File: config.mk
export PLATFORM = sky130hd
export DESIGN_NAME = age_ordered_target_arb
export DESIGN_NICKNAME = d
export VERILOG_FILES = /design/src/rtl/age_arb_pkg.sv /design/src/rtl/tgt_age_matrix.sv /design/src/rtl/tgt_oldest_pick.sv /design/src/rtl/tgt_payload_buf.sv /design/src/rtl/age_ordered_target_arb.sv
export SDC_FILE = /design/constraint.sdc
export NUM_CORES = 1
export LEC_CHECK = 0
export ABC_AREA = 1
export BUFFER_PORTS_ARGS = -buffer_cell sky130_fd_sc_hd__buf_2
export CORE_AREA = 2 2 233 235
export CTS_CLUSTER_DIAMETER = 100
export CTS_CLUSTER_SIZE = 12
export DETAILED_ROUTE_END_ITERATION = 12
export DIE_AREA = 0 0 235 237
export GPL_ROUTABILITY_DRIVEN = 0
export GPL_TIMING_DRIVEN = 1
export PLACE_DENSITY = 0.77
export SYNTH_ARGS = -nofsm -noshare
export SYNTH_HDL_FRONTEND = slang
export SYNTH_HIERARCHICAL = 1
export SYNTH_SLANG_ARGS = --single-unit
File: constraint.sdc
create_clock -name clk -period 5.2 [get_ports clk]
set_input_delay 1.3 -clock clk [delete_from_list [all_inputs] [get_ports clk]]
set_output_delay 1.3 -clock clk [all_outputs]
set_load 0.03 [all_outputs]
File: src/rtl/age_arb_pkg.sv
package age_arb_pkg;
  localparam int DEF_NUM_SRC   = 8;
  localparam int DEF_PAYLOAD_W = 64;

  function automatic int idx_width(input int n);
    return (n > 1) ? $clog2(n) : 1;
  endfunction
endpackage

File: src/rtl/tgt_age_matrix.sv
module tgt_age_matrix #(
  parameter int NUM_SRC = 8
) (
  input  logic                              clk,
  input  logic                              rst,
  input  logic [NUM_SRC-1:0]                cap_i,
  input  logic [NUM_SRC-1:0]                pend_i,
  output logic [NUM_SRC-1:0][NUM_SRC-1:0]   older_o
);
  // older_o[r][c] = 1 means source r arrived before source c
  logic [NUM_SRC-1:0][NUM_SRC-1:0] older_d;

  always_comb begin
    older_d = older_o;
    for (int r = 0; r < NUM_SRC; r++) begin
      for (int c = 0; c < NUM_SRC; c++) begin
        if (r == c) begin
          older_d[r][c] = 1'b0;
        end else if (cap_i[r]) begin
          // same-edge arrivals: lower index is older; else younger than all pending
          older_d[r][c] = cap_i[c] ? (r < c) : ~pend_i[c];
        end else if (cap_i[c]) begin
          older_d[r][c] = 1'b1;
        end
      end
    end
  end

  always_ff @(posedge clk) begin
    if (rst) older_o <= '0;
    else     older_o <= older_d;
  end
endmodule

File: src/rtl/tgt_oldest_pick.sv
module tgt_oldest_pick #(
  parameter int NUM_SRC = 8,
  localparam int IDX_W  = age_arb_pkg::idx_width(NUM_SRC)
) (
  input  logic [NUM_SRC-1:0]               pend_i,
  input  logic [NUM_SRC-1:0][NUM_SRC-1:0]  older_i,
  output logic                             win_valid_o,
  output logic [IDX_W-1:0]                 win_idx_o,
  output logic [NUM_SRC-1:0]               win_oh_o
);
  always_comb begin
    win_oh_o  = '0;
    win_idx_o = '0;
    for (int i = 0; i < NUM_SRC; i++) begin
      logic beats_all;
      beats_all = pend_i[i];
      for (int j = 0; j < NUM_SRC; j++) begin
        if (j != i && pend_i[j] && !older_i[i][j]) beats_all = 1'b0;
      end
      win_oh_o[i] = beats_all;
      if (beats_all) win_idx_o = IDX_W'(i);
    end
    win_valid_o = |win_oh_o;
  end
endmodule

File: src/rtl/tgt_payload_buf.sv
module tgt_payload_buf #(
  parameter int NUM_SRC   = 8,
  parameter int PAYLOAD_W = 64,
  localparam int IDX_W    = age_arb_pkg::idx_width(NUM_SRC)
) (
  input  logic                           clk,
  input  logic [NUM_SRC-1:0]             wr_en_i,
  input  logic [NUM_SRC*PAYLOAD_W-1:0]   wr_data_i,
  input  logic [IDX_W-1:0]               rd_idx_i,
  output logic [PAYLOAD_W-1:0]           rd_data_o
);
  logic [PAYLOAD_W-1:0] slot [NUM_SRC];

  always_ff @(posedge clk) begin
    for (int s = 0; s < NUM_SRC; s++) begin
      if (wr_en_i[s]) slot[s] <= wr_data_i[s*PAYLOAD_W +: PAYLOAD_W];
    end
    rd_data_o <= slot[rd_idx_i];
  end
endmodule

File: src/rtl/age_ordered_target_arb.sv
module age_ordered_target_arb #(
  parameter int NUM_SRC   = age_arb_pkg::DEF_NUM_SRC,
  parameter int PAYLOAD_W = age_arb_pkg::DEF_PAYLOAD_W
) (
  input  logic                           clk,
  input  logic                           rst,
  input  logic [NUM_SRC-1:0]             req_i,
  input  logic [NUM_SRC*PAYLOAD_W-1:0]   data_i,
  input  logic                           dst_ready_i,
  output logic [NUM_SRC-1:0]             gnt_o,
  output logic                           dst_valid_o,
  output logic [PAYLOAD_W-1:0]           dst_data_o
);
  localparam int IDX_W = age_arb_pkg::idx_width(NUM_SRC);

  logic [NUM_SRC-1:0]              pend_q;
  logic                            sel_valid_q;
  logic [IDX_W-1:0]                sel_idx_q;
  logic [IDX_W-1:0]                gnt_idx_q;
  logic [NUM_SRC-1:0]              sel_mask;
  logic [NUM_SRC-1:0]              busy;
  logic [NUM_SRC-1:0]              cap;
  logic [NUM_SRC-1:0][NUM_SRC-1:0] older;
  logic                            win_valid;
  logic [IDX_W-1:0]                win_idx;
  logic [NUM_SRC-1:0]              win_oh;

  // stage 1: capture requests from sources with nothing in flight
  always_comb begin
    sel_mask = '0;
    if (sel_valid_q) sel_mask[sel_idx_q] = 1'b1;
  end
  assign busy = pend_q | sel_mask | gnt_o;
  assign cap  = req_i & ~busy;

  tgt_age_matrix #(.NUM_SRC(NUM_SRC)) u_age (
    .clk     (clk),
    .rst     (rst),
    .cap_i   (cap),
    .pend_i  (pend_q),
    .older_o (older)
  );

  // stage 2: pick the oldest pending source
  tgt_oldest_pick #(.NUM_SRC(NUM_SRC)) u_pick (
    .pend_i      (pend_q),
    .older_i     (older),
    .win_valid_o (win_valid),
    .win_idx_o   (win_idx),
    .win_oh_o    (win_oh)
  );

  always_ff @(posedge clk) begin
    if (rst) begin
      pend_q      <= '0;
      sel_valid_q <= 1'b0;
      sel_idx_q   <= '0;
      gnt_o       <= '0;
      gnt_idx_q   <= '0;
      dst_valid_o <= 1'b0;
    end else begin
      dst_valid_o <= |gnt_o;
      if (dst_ready_i) begin
        // stage 3: grant what was selected, refill selection
        gnt_o       <= sel_mask;
        gnt_idx_q   <= sel_idx_q;
        sel_valid_q <= win_valid;
        sel_idx_q   <= win_idx;
        pend_q      <= (pend_q & ~win_oh) | cap;
      end else begin
        gnt_o  <= '0;
        pend_q <= pend_q | cap;
      end
    end
  end

  // payload store and output mux
  tgt_payload_buf #(.NUM_SRC(NUM_SRC), .PAYLOAD_W(PAYLOAD_W)) u_buf (
    .clk       (clk),
    .wr_en_i   (cap),
    .wr_data_i (data_i),
    .rd_idx_i  (gnt_idx_q),
    .rd_data_o (dst_data_o)
  );
endmodule

# Word level (Yosys, flattened, before mapping)

Memories as Yosys holds them, arrays and structs flattened. A register that Yosys moved wholly into a read port is not among the register bits.
Cells that the tools add are included.

Reductions and logical operators: 144
$lt $le $gt $ge: 2
Bitwise operators: 17
Multiplexer cells: 161

Operators with widths:

| operator           | number |
|---|---|
| $mux 1             | 152 |
| $logic_and 1x1->1  | 57 |
| $logic_not 1->1    | 56 |
| $reduce_bool 2->1  | 28 |
| $or 8x8->8         | 4 |
| $mux 3             | 6 |
| $and 8x8->8        | 2 |
| $mux 8             | 2 |
| $not 8->8          | 2 |
| $reduce_or 8->1    | 2 |
| $not 1->1          | 9 |
| $lt 3x4->1 const B | 1 |
| $demux 1 s3        | 1 |
| $ge 3x1->1 const B | 1 |
| $reduce_or 2->1    | 1 |

Bits in registers: 80
Output and inout bits: 73
Bits of input ports: 523
Bits in writable memories: 512
Memories: 1

Memories:

| memory     | depth | width | rd ports | clocked after Yosys merged registers in | write ports | line                  | text |
|---|---|---|---|---|---|---|---|
| u_buf.slot | 8     | 64    | 1        | 1                                       | 8           | tgt_payload_buf.sv:12 | `logic [PAYLOAD_W-1:0] slot [NUM_SRC];` |

# Depth between registers and ports, before layout

Gate-level depths: netlist of the first run.

Word-level depth: 16
Depth in mapped cells: 14
Depth with buffers taken out: 14

# Hierarchy

Netlist of the first run, hierarchy kept.

By module, submodules not included:

| module                 | area an instance (µm²) | sequential area each (µm²) | instances | cells each |
|---|---|---|---|---|
| tgt_payload_buf        | 23,593.9               | 16,656.0                   | 1         | 2,277 |
| tgt_age_matrix         | 2,466.1                | 1,121.1                    | 1         | 326 |
| age_ordered_target_arb | 1,061.0                | 480.5                      | 1         | 157 |
| tgt_oldest_pick        | 560.5                  | 0.0                        | 1         | 116 |

# Worst setup path before layout of the first run

Ideal clock, no wire load.

Path kind: input-to-reg
From: in req_i[0]
To: reg u_age/older_o[3] (netlist bit)
Setup slack: 1,663 ps
Arrival: 3,419 ps
Path buffers: 2
Cell stages on the path: 9
Cells stage by stage: inv_1 > nor2_1 > nand2_1 > inv_1 > buf_4 > buf_6 > nand3_1 > nand2_1 > nor2_1

Word-level cells in the longest chain between the ends: 2
Elaborated cells on any way between the ends: 3
Those cells by class: mux (1); bitwise (1); reduce/logical (1)

RTL lines:

| what                                        | line                         | text |
|---|---|---|
| start, declared                             | age_ordered_target_arb.sv:7  | `input logic [NUM_SRC-1:0] req_i,` |
| $and 8x8->8 *                               | age_ordered_target_arb.sv:34 | `assign cap = req_i & ~busy;` |
| via cap[0]                                  | age_ordered_target_arb.sv:22 | `logic [NUM_SRC-1:0] cap;` |
| $mux 1 or $reduce_bool 2->1 (tied branches) | --                           |  |
| end signal, assigned                        | tgt_age_matrix.sv:31         | `else older_o <= older_d;` |
| end, declared                               | tgt_age_matrix.sv:8          | `output logic [NUM_SRC-1:0][NUM_SRC-1:0] older_o` |

The timed path passes the listed nets; every way through them passes the cells marked *.
A chain may end at the register's enable or synchronous reset.

==> results of run 1 <==
## worst reg2reg max path: stages (launching register included)
cell     delay [ns]
dfxtp_4        0.40
buf_4          0.52
buf_4          0.79
nand2_1        0.18
nand3_1        0.27
nand2_1        0.08
nand2_1        0.08
nand2_1        0.07
## routing by layer
metal  wire, um  vias to the layer above
met3       7740                      165
li1           -                    10050
met4       2610                        6
met2      39300                     1092
met1      31000                     9869
met5         35                        -
## cells in the final DEF, fill, tap and decap left out, types with 3 or more instances in the layout
cell type / instances
nand3b_1: 27
nor2_1: 124
clkbuf_1: 49
edfxtp_1: 512
nor2_2: 8
a21oi_2: 4
buf_4: 20
nand3_1: 281
inv_4: 11
o21ai_0: 8
diode_2: 39
nor3_2: 3
a21oi_1: 13
dfxtp_4: 3
nand2_1: 958
clkbuf_16: 63
o22ai_1: 12
inv_1: 566
nand2_4: 3
o21ai_1: 7
dfxtp_1: 141
nor3_1: 28
inv_2: 17
buf_2: 595
nand2_2: 5
## registers in the layout (all words and copies together) (netlist names)
signal           count
sel_valid_q          1
gnt_idx_q            3
u_buf/slot         512
dst_valid_o          1
pend_q               8
sel_idx_q            3
u_buf/rd_data_o     64
u_age/older_o       56
gnt_o                8
## report_power, final
group	internal [uW]	leakage (uW)	switching [uW]
combinational	517	0.00911	1160
sequential	6170	0.00610	174
clock	2260	0.000841	1880
total	8950	0.0161	3220
## worst max path at each step
stage | slack [ns] | depth (start not counted) | to | startpoint
final | 2.64 | 6 | u_buf/slot[0][20]$_DFFE_PP_ | req_i[0]
after global routing | 2.50 | 9 | u_age/older_o[25]$_SDFFE_PP0P_ | req_i[1]
after CTS | 2.61 | 1 | dst_data_o[19] | u_buf/rd_data_o[19]$_DFF_P_
after detailed placement | 2.01 | 6 | u_buf/slot[3][58]$_DFFE_PP_ | req_i[3]
after global placement | 2.04 | 6 | u_buf/slot[0][31]$_DFFE_PP_ | req_i[0]
after floorplan | 1.66 | 9 | u_age/older_o[3]$_SDFFE_PP0P_ | req_i[0]
## area by class of cell
cell class	count	area (um^2)
Antenna cell	39	97.6
Clock inverter	1	16.3
Clock buffer	112	1760
Tap cell	696	871
Fill cell	4375	20600
Inverter	596	2270
Multi-Input combinational cell	1493	6320
Timing Repair Buffer	615	3130
Sequential cell	656	18300
## stage by stage
step | power (uW) | cell area (um^2)
global route | 12600 | 32700
CTS | 12200 | 32600
floorplan | 7480 | 27600
global placement | 8060 | 30900
finish | 12200 | 32700
detailed placement | 8110 | 30900
==> qor.yml, run 1 <==
run_status:
  status: "finished, final reports clean"
clock_network:
  ctsResizeCount: 0
  clkTransAtPathRegs_ns: 0.07
  cts_inserted_buffers: 60
  htreeDepth: 2
  cts_tree: "yes"
  clock-sinks: 656
  clk_path_buf_depth: 3
  cts_setup_buffers: 0
  clock_latency_ns: 0.63
  root_buffer: "clkbuf_16"
  hold_buffers: 0
timing:
  min_period_ns: 2.56
  rsz0062_at_grt: "no"
  tightest_slew_ns: 1.16
  clock_skew_ns: 0.0295
  fin_tns_setup_ns: 0
  max_freq_mhz: 391
  final.period_utilization_pct: 49.2
  layout_setup_ws_ns: 2.64
  whs_ns: 0.490
  maxSlewViolCount: 0
  slew_headroom_pct: 22.4
  setup_viol: 0
  hold_viol_final: 0
drt:
  drc: 0
  wl_per_cell_um: 19.2
  drtPass1Iterations: 6
  vias: 21182
  via_per_inst: 5.03
  wl_um: 80700
  ant_nets: 0
  drtIter0Drc: 2440
worst_setup_path:
  cpLargestDelayFamily: "buffers and inverters"
  reg2reg_to: "u_buf/rd_data_o[15]$_DFF_P_"
  crit_buf_inv: 4
  r2r-start: "gnt_idx_q[0]$_SDFFE_PP0P_"
  crit_path_end_kind: "flop"
  worstPathRequired_ns: 5.49
  path_max_fanout: 61
  worstSetupPathType: "input pin to flop"
  critPathLaunchType: "input pin"
  rrSetupSlack_ns: 2.69
  crit_arrival_ns: 2.85
  critPathMaxStageDelay_ns: 0.63
  ff2ff_path_depth: 7
  crit_chain: "buf_2 -> inv_1 -> nor2_1 -> nand2_1 -> inv_4 -> buf_4"
  cpMaxStageDelayCell: "inv_4"
floorplan:
  initial_core_util_pct: 51.8
  die_area_um2: 55700
  boundaryPins: 596
  core_um2: 53300
  die_h_um: 237
  std_cell_rows: 85
  die_width_um: 235
placement:
  dp_hpwl_um: 53900
  port_buffers: 595
  dp_cells: 4056
  post-place-ws_ns: 2.01
run:
  cap_violations: 0
cells_and_area:
  layout.nets: 3945
  final_cells: 4208
  utilization_pct: 61.4
  drive_gt1_share_pct: 21.3
  area_growth_pct: 18.5
power_and_ir_drop:
  peakVddDrop_v: 0.000348
  p_per_area_nw_per_um2: 372
  p_leak_uw: 0.0161
global_routing:
  grt_pass1_wl_um: 119000
  antenna_found_initial: 37
  grt_max_degree: 148
  grt_use_total_pct: 28.3
  gr-total-overflow: 0
  use_met2_pct: 46.8
  use_met3_pct: 4.94
  grtUsageMet1_pct: 36.8
  busiest_layer: "met2"
  grt_pass1_vias: 20323
synthesis:
  synth.net_count: 3390
  synth_warnings: 6
  syn_inst: 2867
  avgSynthCellArea_um2: 9.63
  synth_area_um2: 27600
worst_hold_path:
  min_from: "u_age/older_o[11]$_SDFFE_PP0P_"
  holdPathStages: 2
  hold_class: "flop to flop"
  whs_endpoint: "u_age/older_o[11]$_SDFFE_PP0P_"
(Power assumes the default switching activity.)
==> inputs of run 2 (changes only) <==
--- a/config.mk
+++ b/config.mk
@@ -5,16 +5,16 @@
 export SDC_FILE = /design/constraint.sdc
 export NUM_CORES = 1
 export LEC_CHECK = 0
-export ABC_AREA = 1
+export ABC_AREA = 0
 export BUFFER_PORTS_ARGS = -buffer_cell sky130_fd_sc_hd__buf_2
-export CORE_AREA = 2 2 233 235
+export CORE_AREA = 2 2 229 231
 export CTS_CLUSTER_DIAMETER = 100
 export CTS_CLUSTER_SIZE = 12
 export DETAILED_ROUTE_END_ITERATION = 12
-export DIE_AREA = 0 0 235 237
+export DIE_AREA = 0 0 231 233
 export GPL_ROUTABILITY_DRIVEN = 0
 export GPL_TIMING_DRIVEN = 1
-export PLACE_DENSITY = 0.77
+export PLACE_DENSITY = 0.75
 export SYNTH_ARGS = -nofsm -noshare
 export SYNTH_HDL_FRONTEND = slang
 export SYNTH_HIERARCHICAL = 1
==> constraint.sdc (replaced) <==
create_clock -name clk -period 2.3 [get_ports clk]
set_input_delay 0.575 -clock clk [delete_from_list [all_inputs] [get_ports clk]]
set_output_delay 0.575 -clock clk [all_outputs]
set_load 0.03 [all_outputs]
==> run 2 against run 1 <==
Effect of this change: combinational power is 120% higher; global-route usage is 2.7 points lower; highest routed layer unchanged; final area is 7.1% lower; total power is 130% higher; clock power is 130% higher; utilization is 1.9 points lower; critical endpoint is now u_buf/slot[4][41]$_DFFE_PP_; die area is 3.4% lower; largest power group unchanged; synthesized cell count is 58% lower; area after synthesis is 12% lower; via count is 31% lower.
==> qor.yml, run 2 <==
global_routing:
  grt_use_total_pct: 25.5  # -2.7 points
  gr-total-overflow: 0  # unchanged
  grt_pass1_vias: 15106  # -26%
  grt_max_degree: 65  # -56%
  antenna_found_initial: 38  # +2.7%
  grt_pass1_wl_um: 99600  # -17%
clock_network:
  clock_latency_ns: 0.63  # about the same
  hold_buffers: 0  # unchanged
  clkTransAtPathRegs_ns: 0.07  # about the same
  clock-sinks: 656  # unchanged
  cts_setup_buffers: 0  # unchanged
  cts_tree: "yes"
  clk_path_buf_depth: 3  # unchanged
  cts_inserted_buffers: 60  # unchanged
  root_buffer: "clkbuf_16"
  ctsResizeCount: 0  # unchanged
  htreeDepth: 2  # unchanged
drt:
  vias: 14596  # -31%
  ant_nets: 0  # unchanged
  drc: 0  # unchanged
  wl_per_cell_um: 26.7  # +39%
  via_per_inst: 5.57  # +11%
  wl_um: 70100  # -13%
  drtIter0Drc: 1541  # -37%
  drtPass1Iterations: 6  # unchanged
placement:
  dp_cells: 2476  # -39%
  dp_hpwl_um: 48900  # -9.4%
  port_buffers: 595  # unchanged
  dpl-instance-area_um2: 28500  # -7.5%
worst_hold_path:
  holdPathStages: 1  # -1
  hold_class: "input pin to flop"
timing:
  slew_headroom_pct: 59.3  # +37 points
  clock_skew_ns: 0.0240  # -0.00547 ns
  hold_viol_final: 0  # unchanged
  max_freq_mhz: 511
  maxSlewViolCount: 0  # unchanged
  rsz0062_at_grt: "no"
  setup_viol: 0  # unchanged
  min_period_ns: 1.96
  tightest_slew_ns: 0.602  # -0.561 ns
  final.period_utilization_pct: 85.0
cells_and_area:
  design_area_um2: 30400  # -7.1%
  multi_input_area_um2: 5640  # -11%
  top_register: "u_buf/slot"
  fillers: 3753  # -14%
  final_cells: 2621  # -38%
  layout.nets: 2381  # -40%
  top_regs: "u_buf/slot x512, u_buf/rd_data_o x64, u_age/older_o x56"
  largest_reg_flops: 512  # unchanged
  layout_common_cells: "buf_2, edfxtp_1, dfxtp_1"
  area_growth_pct: 25.3
  drive_gt1_share_pct: 49.0  # +28 points
  mostFrequentLayoutCell: "buf_2"
  seqCellArea_um2: 18300  # about the same
worst_setup_path:
  critPathMaxStageDelay_ns: 0.52  # -0.11 ns
  path_max_fanout: 34  # -44%
  rrSetupSlack_ns: 0.34  # -2.35 ns
  ff2ff_path_depth: 4  # -3
  worstSetupPathType: "flop to flop"
  worstPathRequired_ns: 2.54  # -2.95 ns
  crit_chain: "nor4bb_1 -> buf_4 -> nor4b_4 -> buf_4"
  endpoint: "u_buf/slot[4][41]$_DFFE_PP_"
  reg2reg_to: "u_buf/slot[4][41]$_DFFE_PP_"
  cp-startpoint: "sel_idx_q[0]$_SDFFE_PP0P_"
  crit_arrival_ns: 2.20  # -0.65 ns
  r2r-start: "sel_idx_q[0]$_SDFFE_PP0P_"
  critPathLaunchType: "flop"
  cpMaxStageDelayCell: "buf_4"
  crit_path_end_kind: "flop"
  critPathMostFrequentCell: "buf_4"
floorplan:
  die_h_um: 233  # -1.7%
  die_area_um2: 53800  # -3.4%
  boundaryPins: 596  # unchanged
  die_width_um: 231  # -1.7%
  initial_core_util_pct: 47.5  # -4.4 points
  core_um2: 51100  # -4.1%
  std_cell_rows: 83  # -2.4%
power_and_ir_drop:
  p_leak_uw: 0.0112  # -30%
  p_per_area_nw_per_um2: 910  # +140%
  peakVddDrop_v: 0.000668  # +92%
  power.total_uw: 27700  # +130%
synthesis:
  syn_inst: 1216  # -58%
  synth.net_count: 1739  # -49%
  synth_area_um2: 24200  # -12%
  synth_warnings: 6  # unchanged
  avgSynthCellArea_um2: 19.9  # +110%
run:
  cap_violations: 0  # unchanged
run_status:
  status: "finished, final reports clean"
## run 2: worst min-delay path by stage
stage,start,endpoint,slack (ns)
3_3_place_gp,u_age/older_o[20]$_SDFFE_PP0P_,u_age/older_o[20]$_SDFFE_PP0P_,0.48
2_1_floorplan,gnt_idx_q[1]$_SDFFE_PP0P_,gnt_idx_q[1]$_SDFFE_PP0P_,0.46
3_5_place_dp,u_age/older_o[22]$_SDFFE_PP0P_,u_age/older_o[22]$_SDFFE_PP0P_,0.48
6_report,data_i[327],u_buf/slot[5][7]$_DFFE_PP_,0.12
4_1_cts,data_i[71],u_buf/slot[1][7]$_DFFE_PP_,0.08
5_1_grt,data_i[327],u_buf/slot[5][7]$_DFFE_PP_,0.09
## run 2: metal layers
metal  vias up  GRT usage (%)  part of all wire [%]
met5         -              0                  0.18
met4        20           9.80                   3.0
met3       148           5.94                   8.8
met2       812           43.2                    51
met1      7383           32.1                    37
li1       6233              -                     -
## run 2: area by class of cell
class | count | area share, %
antenna | 32 | 0.263
clock buffer | 112 | 5.79
clock inverter | 1 | 0.0535
inverter | 17 | 0.218
multi-input combinational | 477 | 18.6
sequential | 656 | 60.1
tap | 680 | 2.80
timing repair buffer | 646 | 12.2
## run 2: power by group
part	total (uW)	leakage, uW	internal [uW]	switching, uW
Sequential	14600	0.00609	14100	492
Clock	9320	0.000841	5100	4220
Combinational	3710	0.00424	1610	2100
## run 2: stage by stage
step           setup TNS [ns]  hold slack, ns  setup slack, ns  util, %
2_1_floorplan         -512.62           0.458            -1.40        -
3_5_place_dp                0           0.484            0.352     55.9
6_report                    0           0.123            0.344     59.5
4_1_cts                     0          0.0780            0.341     59.3
3_3_place_gp                0           0.477            0.410     55.9
5_1_grt                     0          0.0870            0.215     59.4
## run 2: worst max-delay path, delay by kind of cell (launching register included)
family,cells,cell delay [ns]
DFF,1,0.47
buffers and inverters,2,0.67
and+or+nand+nor,2,0.39
==> inputs of run 3 (changes only) <==
--- a/config.mk
+++ b/config.mk
@@ -7,14 +7,12 @@
 export LEC_CHECK = 0
 export ABC_AREA = 0
 export BUFFER_PORTS_ARGS = -buffer_cell sky130_fd_sc_hd__buf_2
-export CORE_AREA = 2 2 229 231
+export CORE_UTILIZATION = 40
 export CTS_CLUSTER_DIAMETER = 100
 export CTS_CLUSTER_SIZE = 12
 export DETAILED_ROUTE_END_ITERATION = 12
-export DIE_AREA = 0 0 231 233
 export GPL_ROUTABILITY_DRIVEN = 0
 export GPL_TIMING_DRIVEN = 1
-export PLACE_DENSITY = 0.75
 export SYNTH_ARGS = -nofsm -noshare
 export SYNTH_HDL_FRONTEND = slang
 export SYNTH_HIERARCHICAL = 1
==> constraint.sdc (replaced) <==
create_clock -name clk -period 2.1 [get_ports clk]
set_input_delay 0.525 -clock clk [delete_from_list [all_inputs] [get_ports clk]]
set_output_delay 0.525 -clock clk [all_outputs]
set_load 0.03 [all_outputs]
==> run 3 against run 2 <==
Effect of this change: routed wire length rose by 3.6%; hold slack got worse by 0.060 ns; via count fell by 1.6%; first-iteration DRC count fell by 29%; largest power group unchanged.
==> qor.yml, run 3 (synthesis results as in run 2) <==
floorplan:
  std_cell_rows: 89  # +7.2%
  initial_core_util_pct: 40.8  # -6.7 points
  boundaryPins: 596  # unchanged
  die_width_um: 248  # +7.5%
  die_area_um2: 61600  # +14%
  core_um2: 59500  # +16%
  die_h_um: 248  # +6.5%
power_and_ir_drop:
  p_per_area_nw_per_um2: 986  # +8.3%
  peakVddDrop_v: 0.000613  # -8.2%
  p_leak_uw: 0.0113  # +0.99%
cells_and_area:
  drive_gt1_share_pct: 49.5  # +0.48 points
  largest_reg_flops: 512  # unchanged
  area_growth_pct: 26.8
  seqCellArea_um2: 18300  # unchanged
  fillers: 4928  # +31%
  utilization_pct: 51.7  # -7.8 points
  multi_input_area_um2: 5640  # unchanged
  top_register: "u_buf/slot"
  layout.nets: 2399  # +0.76%
  mostFrequentLayoutCell: "buf_2"
  top_regs: "u_buf/slot x512, u_buf/rd_data_o x64, u_age/older_o x56"
  layout_common_cells: "buf_2, edfxtp_1, dfxtp_1"
  design_area_um2: 30800  # +1.2%
drt:
  wl_per_cell_um: 26.5  # -1.0%
  vias: 14363  # -1.6%
  drc: 0  # unchanged
  ant_nets: 0  # unchanged
  drtPass1Iterations: 6  # unchanged
  wl_um: 72600  # +3.6%
  drtIter0Drc: 1092  # -29%
  via_per_inst: 5.24  # -6.0%
clock_network:
  cts_inserted_buffers: 60  # unchanged
  clk_path_buf_depth: 3  # unchanged
  clkTransAtPathRegs_ns: 0.07  # about the same
  hold_buffers: 0  # unchanged
  clock_latency_ns: 0.63  # about the same
  clock-sinks: 656  # unchanged
  cts_tree: "yes"
  htreeDepth: 2  # unchanged
  root_buffer: "clkbuf_16"
placement:
  port_buffers: 595  # unchanged
  dp_hpwl_um: 51500  # +5.4%
  post-place-ws_ns: 0.0840  # -0.268 ns
  dpl-instance-area_um2: 28900  # +1.2%
timing:
  layout_setup_ws_ns: 0.155  # -0.189 ns
  tightest_slew_ns: 0.609  # +0.00637 ns
  clock_skew_ns: 0.0205  # -0.00352 ns
  min_period_ns: 1.94  # -0.0114 ns
  final.period_utilization_pct: 92.6  # +7.6 points
  hold_viol_final: 0  # unchanged
  whs_ns: 0.0626  # -0.0602 ns
  setup_viol: 0  # unchanged
  max_freq_mhz: 514  # +0.59%
  rsz0062_at_grt: "no"
  maxSlewViolCount: 0  # unchanged
  slew_headroom_pct: 58.9  # -0.43 points
  fin_tns_setup_ns: 0  # unchanged
global_routing:
  antenna_found_initial: 50  # +32%
  grt_max_degree: 53  # -18%
  grt_use_total_pct: 23.1  # -2.5 points
  grt_pass1_wl_um: 101000  # +1.5%
  grt_pass1_vias: 15055  # -0.34%
  gr-total-overflow: 0  # unchanged
worst_setup_path:
  worstPathRequired_ns: 2.63  # +0.09 ns
  worstSetupPathType: "flop to flop"
  cpMaxStageDelayCell: "dfxtp_2"
  critPathLaunchType: "flop"
  path_max_fanout: 29  # -15%
  crit_chain: "nor4bb_1 -> buf_4 -> nor4b_4 -> buf_12 -> or2_1 -> a211oi_1"
  crit_arrival_ns: 2.47  # +0.27 ns
  crit_path_end_kind: "flop"
  critPathMaxStageDelay_ns: 0.48  # -0.04 ns
run:
  cap_violations: 0  # unchanged
run_status:
  status: "finished, final reports clean"
worst_hold_path:
  hold_class: "input pin to flop"
[run 3: cell types whose count changed in the layout (fill, tap and decap cells not counted), moves of 2 or more]
cell / delta
diode_2: +11
buf_4: +10
buf_12: +8
clkbuf_16: -2
inv_6: +2
[run 3: timing repair]
action / CTS / global route
buffers inserted: 0 / 2
endpoints found under the setup margin: 0 / 13
gates resized for setup: 0 / 0
[run 3: final timing paths]
check,to,cells past startpoint,slack [ns],start
min reg2reg,u_age/older_o[29]$_SDFFE_PP0P_,2,0.50,u_age/older_o[29]$_SDFFE_PP0P_
min,u_buf/slot[2][62]$_DFFE_PP_,1,0.06,data_i[190]
max,u_age/older_o[42]$_SDFFE_PP0P_,6,0.16,sel_idx_q[1]$_SDFFE_PP0P_
max reg2reg,u_age/older_o[42]$_SDFFE_PP0P_,6,0.16,sel_idx_q[1]$_SDFFE_PP0P_
[run 3: critical path, delay by kind of cell (launching register included)]
family / cells / cell delay (ns)
simple gates: 3 / 0.71
flops: 1 / 0.48
buf+inv: 2 / 0.40
compound gates: 1 / 0.25
[run 3: layout make-up]
| type | instances | share of cell area [%] |
|---|---|---|
| Clock inverter | 3 | 0.155 |
| Multi-Input combinational cell | 477 | 18.3 |
| Antenna cell | 43 | 0.350 |
| Inverter | 17 | 0.216 |
| Clock buffer | 110 | 5.56 |
| Sequential cell | 656 | 59.4 |
| Tap cell | 773 | 3.14 |
| Timing Repair Buffer | 664 | 12.8 |
[run 3: power breakdown]
| part | total, uW | internal, uW | switching (uW) | leakage (uW) |
|---|---|---|---|---|
| registers | 16000 | 15500 | 519 | 0.00609 |
| clock network | 10100 | 5460 | 4670 | 0.000830 |
| logic | 4190 | 1830 | 2360 | 0.00436 |
| total | 30300 | 22800 | 7550 | 0.0113 |
[run 3: layer usage]
| metal | up-vias | routed length [um] | GRT usage (%) |
|---|---|---|---|
| met2 | 539 | 37500 | 39.4 |
| met4 | 26 | 1760 | 8.68 |
| met1 | 7364 | 27500 | 27.9 |
| met5 | - | 190 | 0 |
| met3 | 130 | 5680 | 6.26 |
| li1 | 6304 | - | - |
[run 3: through the flow]
stage,cells,power (uW)
2_1_floorplan,1216,18500
3_3_place_gp,2585,20400
3_5_place_dp,2585,20500
4_1_cts,2698,30600
5_1_grt,2731,31400
6_report,2743,30300
